### src/rtl/sst_pkg.sv
package sst_pkg;
  // Bits above the fault flags: echo, two direct-input slots, strap/wake slot
  localparam int CTRL_BITS = 4;
  localparam int N_DIR     = 4;

  typedef struct packed {
    logic [N_DIR-1:0] dir;
    logic             failsafe_en;
    logic             wkup;
  } pin_snap_t;
endpackage

### src/rtl/sst_sync.sv
module sst_sync #(
  parameter int             W       = 1,
  parameter int             STAGES  = 2,
  parameter logic [W-1:0]   RST_VAL = '0
) (
  input  logic         clk,
  input  logic         rst_n,
  input  logic [W-1:0] d,
  output logic [W-1:0] q
);
  localparam int CHAIN_W = W * STAGES;

  logic [CHAIN_W-1:0] chain;

  if (STAGES == 1) begin : g_single
    always_ff @(posedge clk or negedge rst_n) begin
      if (!rst_n) chain <= RST_VAL;
      else        chain <= d;
    end
  end else begin : g_multi
    always_ff @(posedge clk or negedge rst_n) begin
      if (!rst_n) chain <= {STAGES{RST_VAL}};
      else        chain <= {chain[CHAIN_W-W-1:0], d};
    end
  end

  assign q = chain[CHAIN_W-1 -: W];
endmodule

### src/rtl/sst_edge.sv
module sst_edge #(
  parameter int           W       = 1,
  parameter logic [W-1:0] RST_VAL = '0
) (
  input  logic         clk,
  input  logic         rst_n,
  input  logic [W-1:0] cur,
  output logic [W-1:0] rise,
  output logic [W-1:0] fall
);
  logic [W-1:0] prev;

  always_ff @(posedge clk or negedge rst_n) begin
    if (!rst_n) prev <= RST_VAL;
    else        prev <= cur;
  end

  assign rise = ~prev & cur;
  assign fall = prev & ~cur;
endmodule

### src/rtl/sst_word_mux.sv
module sst_word_mux
  import sst_pkg::*;
#(
  parameter int N_LS = 8,
  parameter int N_HS = 4,
  localparam int WORD_W = CTRL_BITS + N_LS + N_HS
) (
  input  logic              echo,
  input  pin_snap_t         pins,
  input  logic [N_LS-1:0]   ls_flt,
  input  logic [N_HS-1:0]   hs_flt,
  output logic [WORD_W-1:0] word
);
  always_comb begin
    word              = '0;
    word[WORD_W-1]    = echo;
    word[WORD_W-2]    = echo ? pins.dir[2] : pins.dir[0];
    word[WORD_W-3]    = echo ? pins.dir[3] : pins.dir[1];
    word[WORD_W-4]    = echo ? pins.wkup   : pins.failsafe_en;
    word[N_HS +: N_LS] = ls_flt;
    word[0 +: N_HS]    = hs_flt;
  end
endmodule

### src/rtl/sst_shifter.sv
module sst_shifter #(
  parameter int WORD_W = 16,
  parameter int CNT_W  = 5
) (
  input  logic              clk,
  input  logic              rst_n,
  input  logic              sel_fall,
  input  logic              sel_rise,
  input  logic              sck_rise,
  input  logic              sck_fall,
  input  logic              sdi_s,
  input  logic [WORD_W-1:0] load_word,
  output logic              active,
  output logic [WORD_W-1:0] shreg,
  output logic [CNT_W-1:0]  bit_cnt,
  output logic              wd_echo,
  output logic              sdo
);
  localparam logic [CNT_W-1:0] CNT_FULL = CNT_W'(WORD_W);
  localparam logic [CNT_W-1:0] CNT_MAX  = CNT_W'(WORD_W + 1);

  logic [WORD_W-1:0] rxreg;

  always_ff @(posedge clk or negedge rst_n) begin
    if (!rst_n) begin
      active  <= 1'b0;
      shreg   <= '0;
      rxreg   <= '0;
      bit_cnt <= '0;
      wd_echo <= 1'b0;
    end else if (sel_fall) begin
      active  <= 1'b1;
      shreg   <= load_word;
      bit_cnt <= '0;
    end else if (active) begin
      if (sel_rise) begin
        active <= 1'b0;
        if (bit_cnt == CNT_FULL) wd_echo <= rxreg[WORD_W-1];
      end else begin
        if (sck_rise) begin
          rxreg <= {rxreg[WORD_W-2:0], sdi_s};
          if (bit_cnt != CNT_MAX) bit_cnt <= bit_cnt + 1'b1;
        end
        if (sck_fall) shreg <= {shreg[WORD_W-2:0], 1'b0};
      end
    end
  end

  assign sdo = active & shreg[WORD_W-1];
endmodule

### src/rtl/spi_status_word.sv
module spi_status_word
  import sst_pkg::*;
#(
  parameter int N_LS        = 8,
  parameter int N_HS        = 4,
  parameter int SYNC_STAGES = 2
) (
  input  logic             clk,
  input  logic             rst_n,
  input  logic             sel_n,
  input  logic             sck,
  input  logic             sdi,
  output logic             sdo,
  output logic             wd_echo,
  input  logic [N_DIR-1:0] dir_in,
  input  logic             failsafe_en,
  input  logic             wkup_lvl,
  input  logic [N_LS-1:0]  ls_flt,
  input  logic [N_HS-1:0]  hs_flt
);
  localparam int WORD_W = CTRL_BITS + N_LS + N_HS;
  localparam int CNT_W  = $clog2(WORD_W + 2);

  // Pin order inside the synchronizer: {select, clock, data}
  logic [2:0] pins_s;
  logic       sel_s, sck_s, sdi_s;
  logic [1:0] e_rise, e_fall;
  logic       cs_rise, cs_fall, sck_rise, sck_fall;
  logic       active;
  logic [WORD_W-1:0] shreg, load_word;
  logic [CNT_W-1:0]  bit_cnt;
  pin_snap_t         snap;

  sst_sync #(.W(3), .STAGES(SYNC_STAGES), .RST_VAL(3'b100)) u_sync (
    .clk(clk), .rst_n(rst_n), .d({sel_n, sck, sdi}), .q(pins_s)
  );

  assign {sel_s, sck_s, sdi_s} = pins_s;

  sst_edge #(.W(2), .RST_VAL(2'b10)) u_edge (
    .clk(clk), .rst_n(rst_n), .cur({sel_s, sck_s}), .rise(e_rise), .fall(e_fall)
  );

  // Select is active low: a rising select level ends a frame
  assign cs_rise  = e_rise[1];
  assign cs_fall  = e_fall[1];
  assign sck_rise = e_rise[0];
  assign sck_fall = e_fall[0];

  assign snap = '{dir: dir_in, failsafe_en: failsafe_en, wkup: wkup_lvl};

  sst_word_mux #(.N_LS(N_LS), .N_HS(N_HS)) u_mux (
    .echo(wd_echo), .pins(snap), .ls_flt(ls_flt), .hs_flt(hs_flt), .word(load_word)
  );

  sst_shifter #(.WORD_W(WORD_W), .CNT_W(CNT_W)) u_shift (
    .clk(clk), .rst_n(rst_n),
    .sel_fall(cs_fall), .sel_rise(cs_rise),
    .sck_rise(sck_rise), .sck_fall(sck_fall),
    .sdi_s(sdi_s), .load_word(load_word),
    .active(active), .shreg(shreg), .bit_cnt(bit_cnt),
    .wd_echo(wd_echo), .sdo(sdo)
  );
endmodule

### config.mk
export PLATFORM = sky130hd
export DESIGN_NAME = spi_status_word
export DESIGN_NICKNAME = d
export VERILOG_FILES = /design/src/rtl/sst_pkg.sv /design/src/rtl/sst_sync.sv /design/src/rtl/sst_edge.sv /design/src/rtl/sst_word_mux.sv /design/src/rtl/sst_shifter.sv /design/src/rtl/spi_status_word.sv
export SDC_FILE = /design/constraint.sdc
export NUM_CORES = 1
export LEC_CHECK = 0
export ABC_AREA = 1
export CAP_MARGIN = 20
export CORE_MARGIN = 10
export CORE_UTILIZATION = 35
export DETAILED_ROUTE_END_ITERATION = 10
export GPL_ROUTABILITY_DRIVEN = 0
export MAX_ROUTING_LAYER = met4
export PLACE_DENSITY_LB_ADDON = 0.1
export RECOVER_POWER = 25
export SLEW_MARGIN = 20
export SYNTH_ARGS = -nofsm -noshare
export SYNTH_HDL_FRONTEND = slang
export SYNTH_HIERARCHICAL = 1
export SYNTH_SLANG_ARGS = --single-unit
export TNS_END_PERCENT = 20
### constraint.sdc
create_clock -name clk -period 2.9 [get_ports clk]
set_clock_uncertainty 0.2 [all_clocks]
set_input_delay 0.29 -clock clk [delete_from_list [all_inputs] [get_ports clk]]
set_output_delay 0.29 -clock clk [all_outputs]
set_load 0.03 [all_outputs]
; ---- After elaboration in Yosys (flattened, before gate mapping)
; Index checks and enable logic that the tools add are counted.
[totals]
output_inout_bits = 2
reg_bits = 47
input_bits = 23
[classes]
reduce_logical = 8
addsub = 1
bitwise = 7
mux = 15
eq_ne = 3
[ops]
columns = cell, n
row1 = two-way mux 16 bit, 4
row2 = two-way mux 5 bit, 5
row3 = AND reduction 4 bit, 3
row4 = nonzero test 2 bit, 4
row5 = two-way mux 1 bit, 6
row6 = adder 5 x 1 -> 5 bit (second input constant), 1
row7 = equality test 5 bit (second input constant), 1
row8 = inequality test 5 bit (second input constant), 1
row9 = AND 2 bit, 2
row10 = inverter 2 bit, 2
row11 = AND reduction 3 bit, 1
row12 = inequality test 2 x 1 -> 1 bit (second input constant), 1
row13 = inverter 1 bit, 2
row14 = AND 1 bit, 1

; ---- Logic depth before layout (Yosys ltp)
[depth]
word_depth = 6
depth_mapped = 10
ltp_nobuf = 8

; ---- Hierarchy
; The synthesis kept the hierarchy.
[by_module_without_submodules]
columns = mod, cells_each, area_each_um2, instances, seq_area_each_um2
row1 = sst_shifter, 204, 1801.7, 1, 975.9
row2 = sst_sync, 9, 175.2, 1, 152.6
row3 = sst_word_mux, 23, 135.1, 1, 0.0
row4 = sst_edge, 10, 81.3, 1, 51.3

; ---- Worst setup path after synthesis
; OpenSTA, ideal clock, no wires.
[synth_path]
kind = flip-flop to flip-flop
start = reg u_sync.chain[5]
end = reg u_shift.shreg[1]
synth_period_minus_slack_ns = 1.634
setup_ns = 0.067
slack_ns = 1.266
t_arrival_ns = 1.367
path_stages_with_launch = 11
cell_sequence = dfstp_2 buf_4 inv_1 nor2_1 inv_1 nand2_4 nor2_4 nor2_4 buf_2 nand2_1 nand3_2
[synth_between]
word_cells_on_any_way = 8
classes_between = eq/ne (1) / mux (1) / bitwise (3) / reduce/logical (3)
[synth_lines]
columns = element, line_no
row1 = "start, declared", sst_sync.sv:13  ; logic [CHAIN_W-1:0] chain;
row2 = "start signal, assigned", sst_sync.sv:22  ; if (!rst_n) chain <= {STAGES{RST_VAL}};
row3 = "start signal, assigned", sst_sync.sv:23  ; else chain <= {chain[CHAIN_W-W-1:0], d};
row4 = AND 2 bit, sst_edge.sv:18  ; assign rise = ~prev & cur;
row5 = net e_rise[1], spi_status_word.sv:27  ; logic [1:0] e_rise, e_fall;
row6 = inequality test 2 x 1 -> 1 bit (no source line), --
row7 = AND reduction 3 bit (no source line), --
row8 = "end signal, assigned", sst_shifter.sv:33  ; shreg <= load_word;
row9 = "end signal, assigned", sst_shifter.sv:44  ; if (sck_fall) shreg <= {shreg[WORD_W-2:0], 1'b0};
row10 = "end, declared", sst_shifter.sv:14  ; output logic [WORD_W-1:0] shreg,
; The timed path passes the listed nets, and every way through them passes these cells.
; A chain may end at the register's enable or synchronous reset.

; ---- Final worst setup path
[layout_path]
start = reg u_shift.active
end = out sdo
[layout_between]
elab_chain_len = 1
[layout_rtl]
columns = element, line_no
row1 = "start, declared", sst_shifter.sv:13  ; output logic active,
row2 = "start signal, assigned", sst_shifter.sv:26  ; active <= 1'b0;
row3 = "start signal, assigned", sst_shifter.sv:32  ; active <= 1'b1;
row4 = "start signal, assigned", sst_shifter.sv:37  ; active <= 1'b0;
row5 = AND 1 bit, sst_shifter.sv:49  ; assign sdo = active & shreg[WORD_W-1];
row6 = "end, declared", spi_status_word.sv:13  ; output logic sdo,
; Every way passes these cells.

==> results.toml <==
[sta]
max_slew_margin = 0.354
drv_slew = 0
worst_slew_pin_slew_ps = 970
fin_crit_ps = 1990
hold-worst-slack_ps = 157
setup_tns_ps = 0
fmax_mhz = 503
setup_ws_ps = 910
min_period_over_period = 0.686
rsz0062_at_grt = "no"
finalSetupViolations = 0
hold_viol_final = 0

[clock_tree]
cts_resized = 0
cts_num_sinks = 47
cts_tree = "yes"
clockRootBuffer = "clkbuf_8"
cts_max_path_buffers = 2
path_clk_slew_ps = 80
cts_buffers = 5
clock_latency_ps = 300
htree_levels = 2

[worst_setup_path]
end_kind = "output port"
cp.arrival_ps = 1500
reg2reg_from = "u_sync/chain[5]$_DFF_PN1_"
startpoint_type = "flop"
r2r_setup_slack_ps = 930
r2r-end = "u_shift/rxreg[2]$_DFFE_PN0P_"
worstPathRequired_ps = 2410
r2r_cells = 5
crit_type = "flop to output port"
worstPathMaxFanout = 3

[grt]
met2_usage = 0.129
grtUsageMet1 = 0.106
grt_max_degree = 33
grt_antenna_before_repair = 0
busiest_layer = "met2"
met3_usage = 0.0325
grtUsageTotal = 0.0871
gr-total-overflow = 0
grt_pass1_vias = 1464
grt_pass1_wl_mm = 6.87

[yosys]
synthesis.nets = 272
ys_seq_area_frac = 0.538
yosys_warnings = 6
synth.distinct_cells = 24
syn_avg_cell_area_sq_um = 8.92
ys_seq_elements = 47
syn_area_sq_mm = 0.00219
syn_inst = 246

[min_path]
min_path_cells = 0
holdPathEnd = "u_sync/chain[4]$_DFF_PN0_"
hold_path.startpoint = "u_sync/chain[1]$_DFF_PN0_"
hold_class = "flop to flop"

[floorplan]
die_w_microns = 99.2
initial_core_util = 0.366
coreArea_sq_mm = 0.00599
die_h_microns = 99.2
ios = 25
row_count = 28
dieArea_sq_mm = 0.00983

[route]
drc = 0
viasPerCell = 4.34
vias = 1444
wl_per_cell_microns = 11.8
ant_nets = 0
totalWireLength_mm = 3.92
drtIter0Drc = 61
dr.pass1.iters = 4

[cells_and_area]
design_area_sq_mm = 0.00248
nets = 283
syn_to_final_growth_pct = 12.9
antenna_cells = 0
layout-drive-gt1-share = 0.109
filler_cell_count = 614

[status]
outcome = "finished clean"

[power]
p_leak_nw = 1.20
p_per_area_mw_per_mm2 = 675
peakVddDrop_uv = 293

[place]
place_area_sq_mm = 0.00236
dp_hpwl_mm = 2.73
port-buffer-count = 24
place_ws_ps = 940

[flow_run]
cap_violations = 0
critical path, stage by stage, from the launching register on:
cell	delay, ps
dfrtp_1	410
nand2_1	70
inv_1	50
clkdlybuf4s50_1	660
cells by family (layout without fill, tap and decap cells):
logic type                 Yosys count  in the layout  share of synthesized area
adders and majority gates            3              3                     0.0171
and+or+nand+nor                    126            126                      0.260
DFF                                 47             47                      0.538
buffers and inverters               48             60                      0.124
AOI/OAI and AO/OA                   22             22                     0.0605
layer usage:
metal,wire length (microns),vias to the layer above,part of all wire
met2,1700,18,0.43
met1,2010,646,0.51
li1,-,773,-
met4,63,0,0.016
met3,146,7,0.037
met5,0,-,0
where the power goes:
part           internal, mW  switching (mW)  total, mW
Clock                 0.258           0.209      0.467
Combinational         0.138           0.175      0.313
Sequential            0.803          0.0893      0.893
Total                  1.20           0.474       1.67
state kept, by name, indices dropped and copies added, names as in the netlist:
name / flops
u_shift/rxreg: 16
u_shift/shreg: 16
u_sync/chain: 6
u_shift/bit_cnt: 5
u_edge/prev: 2
u_shift/active: 1
u_shift/wd_echo: 1
cells in the final DEF (no fill, tap or decap):
master	netlist	layout
a21oi_1	8	8
buf_4	18	3
bufinv_16	0	1
clkbuf_1	1	3
clkbuf_8	0	5
clkdlybuf4s50_1	0	20
dfrtp_1	44	44
dfstp_1	0	1
dfstp_2	3	2
dlygate4sd3_1	0	4
ha_1	3	3
inv_1	22	22
inv_2	2	2
nand2_1	79	79
nand2_4	1	1
nand3_1	20	20
nand3_2	4	4
nand4_1	3	3
nor2_1	14	14
nor2_4	2	2
nor3_4	1	1
o21ai_0	6	6
o21ai_1	2	2
o21ai_2	6	6
or2_1	1	1
or2_2	1	1
timing repair:
| item | CTS | global route |
|---|---|---|
| buffers inserted | 0 | 0 |
| hold endpoints to repair | 14 | 0 |
| hold buffers | 1 | 0 |
cell usage after synthesis (all sizes together):
master / n / area [sq um]
dfstp: 3 / 78.8
ha: 3 / 37.5
dfrtp: 44 / 1100
inv: 24 / 90.1
buf: 22 / 174
o21ai: 14 / 92.6
a21oi: 8 / 40.0
nor3: 1 / 16.3
or2: 2 / 12.5
nand4: 3 / 18.8
nor2: 16 / 75.1
nand2: 80 / 308
nand3: 24 / 140
clkbuf: 2 / 8.75
stage by stage:
stage	power, mW	utilization	std cells
detailed placement	1.23	0.394	324
global route	1.80	0.414	333
finish	1.67	0.414	333
floorplan	1.14	-	246
CTS	1.71	0.414	333
global placement	1.22	0.394	324
how the worst max path moves through the flow:
stage	to	depth (start not counted)	startpoint	slack [ps]
2_1_floorplan	u_shift/shreg[1]$_DFFE_PN0P_	10	u_sync/chain[5]$_DFF_PN1_	1270
6_report	sdo	3	u_shift/active$_DFF_PN0_	910
5_1_grt	u_shift/rxreg[14]$_DFFE_PN0P_	5	u_sync/chain[5]$_DFF_PN1_	760
4_1_cts	sdo	3	u_shift/active$_DFF_PN0_	880
3_5_place_dp	u_shift/rxreg[2]$_DFFE_PN0P_	5	u_sync/chain[5]$_DFF_PN1_	940
3_3_place_gp	u_shift/rxreg[6]$_DFFE_PN0P_	7	u_edge/prev[1]$_DFF_PN1_	990
area by class of cell:
cell class | instances | area, sq um | share of cell area
sequential | 47 | 1180 | 0.476
multi-input combinational | 151 | 741 | 0.299
timing repair buffer | 28 | 267 | 0.108
tap | 75 | 93.8 | 0.0379
inverter | 24 | 90.1 | 0.0364
clock buffer | 7 | 76.3 | 0.0308
clock inverter | 1 | 30.0 | 0.0121
No activity file was read; power rests on OpenSTA's default activity.
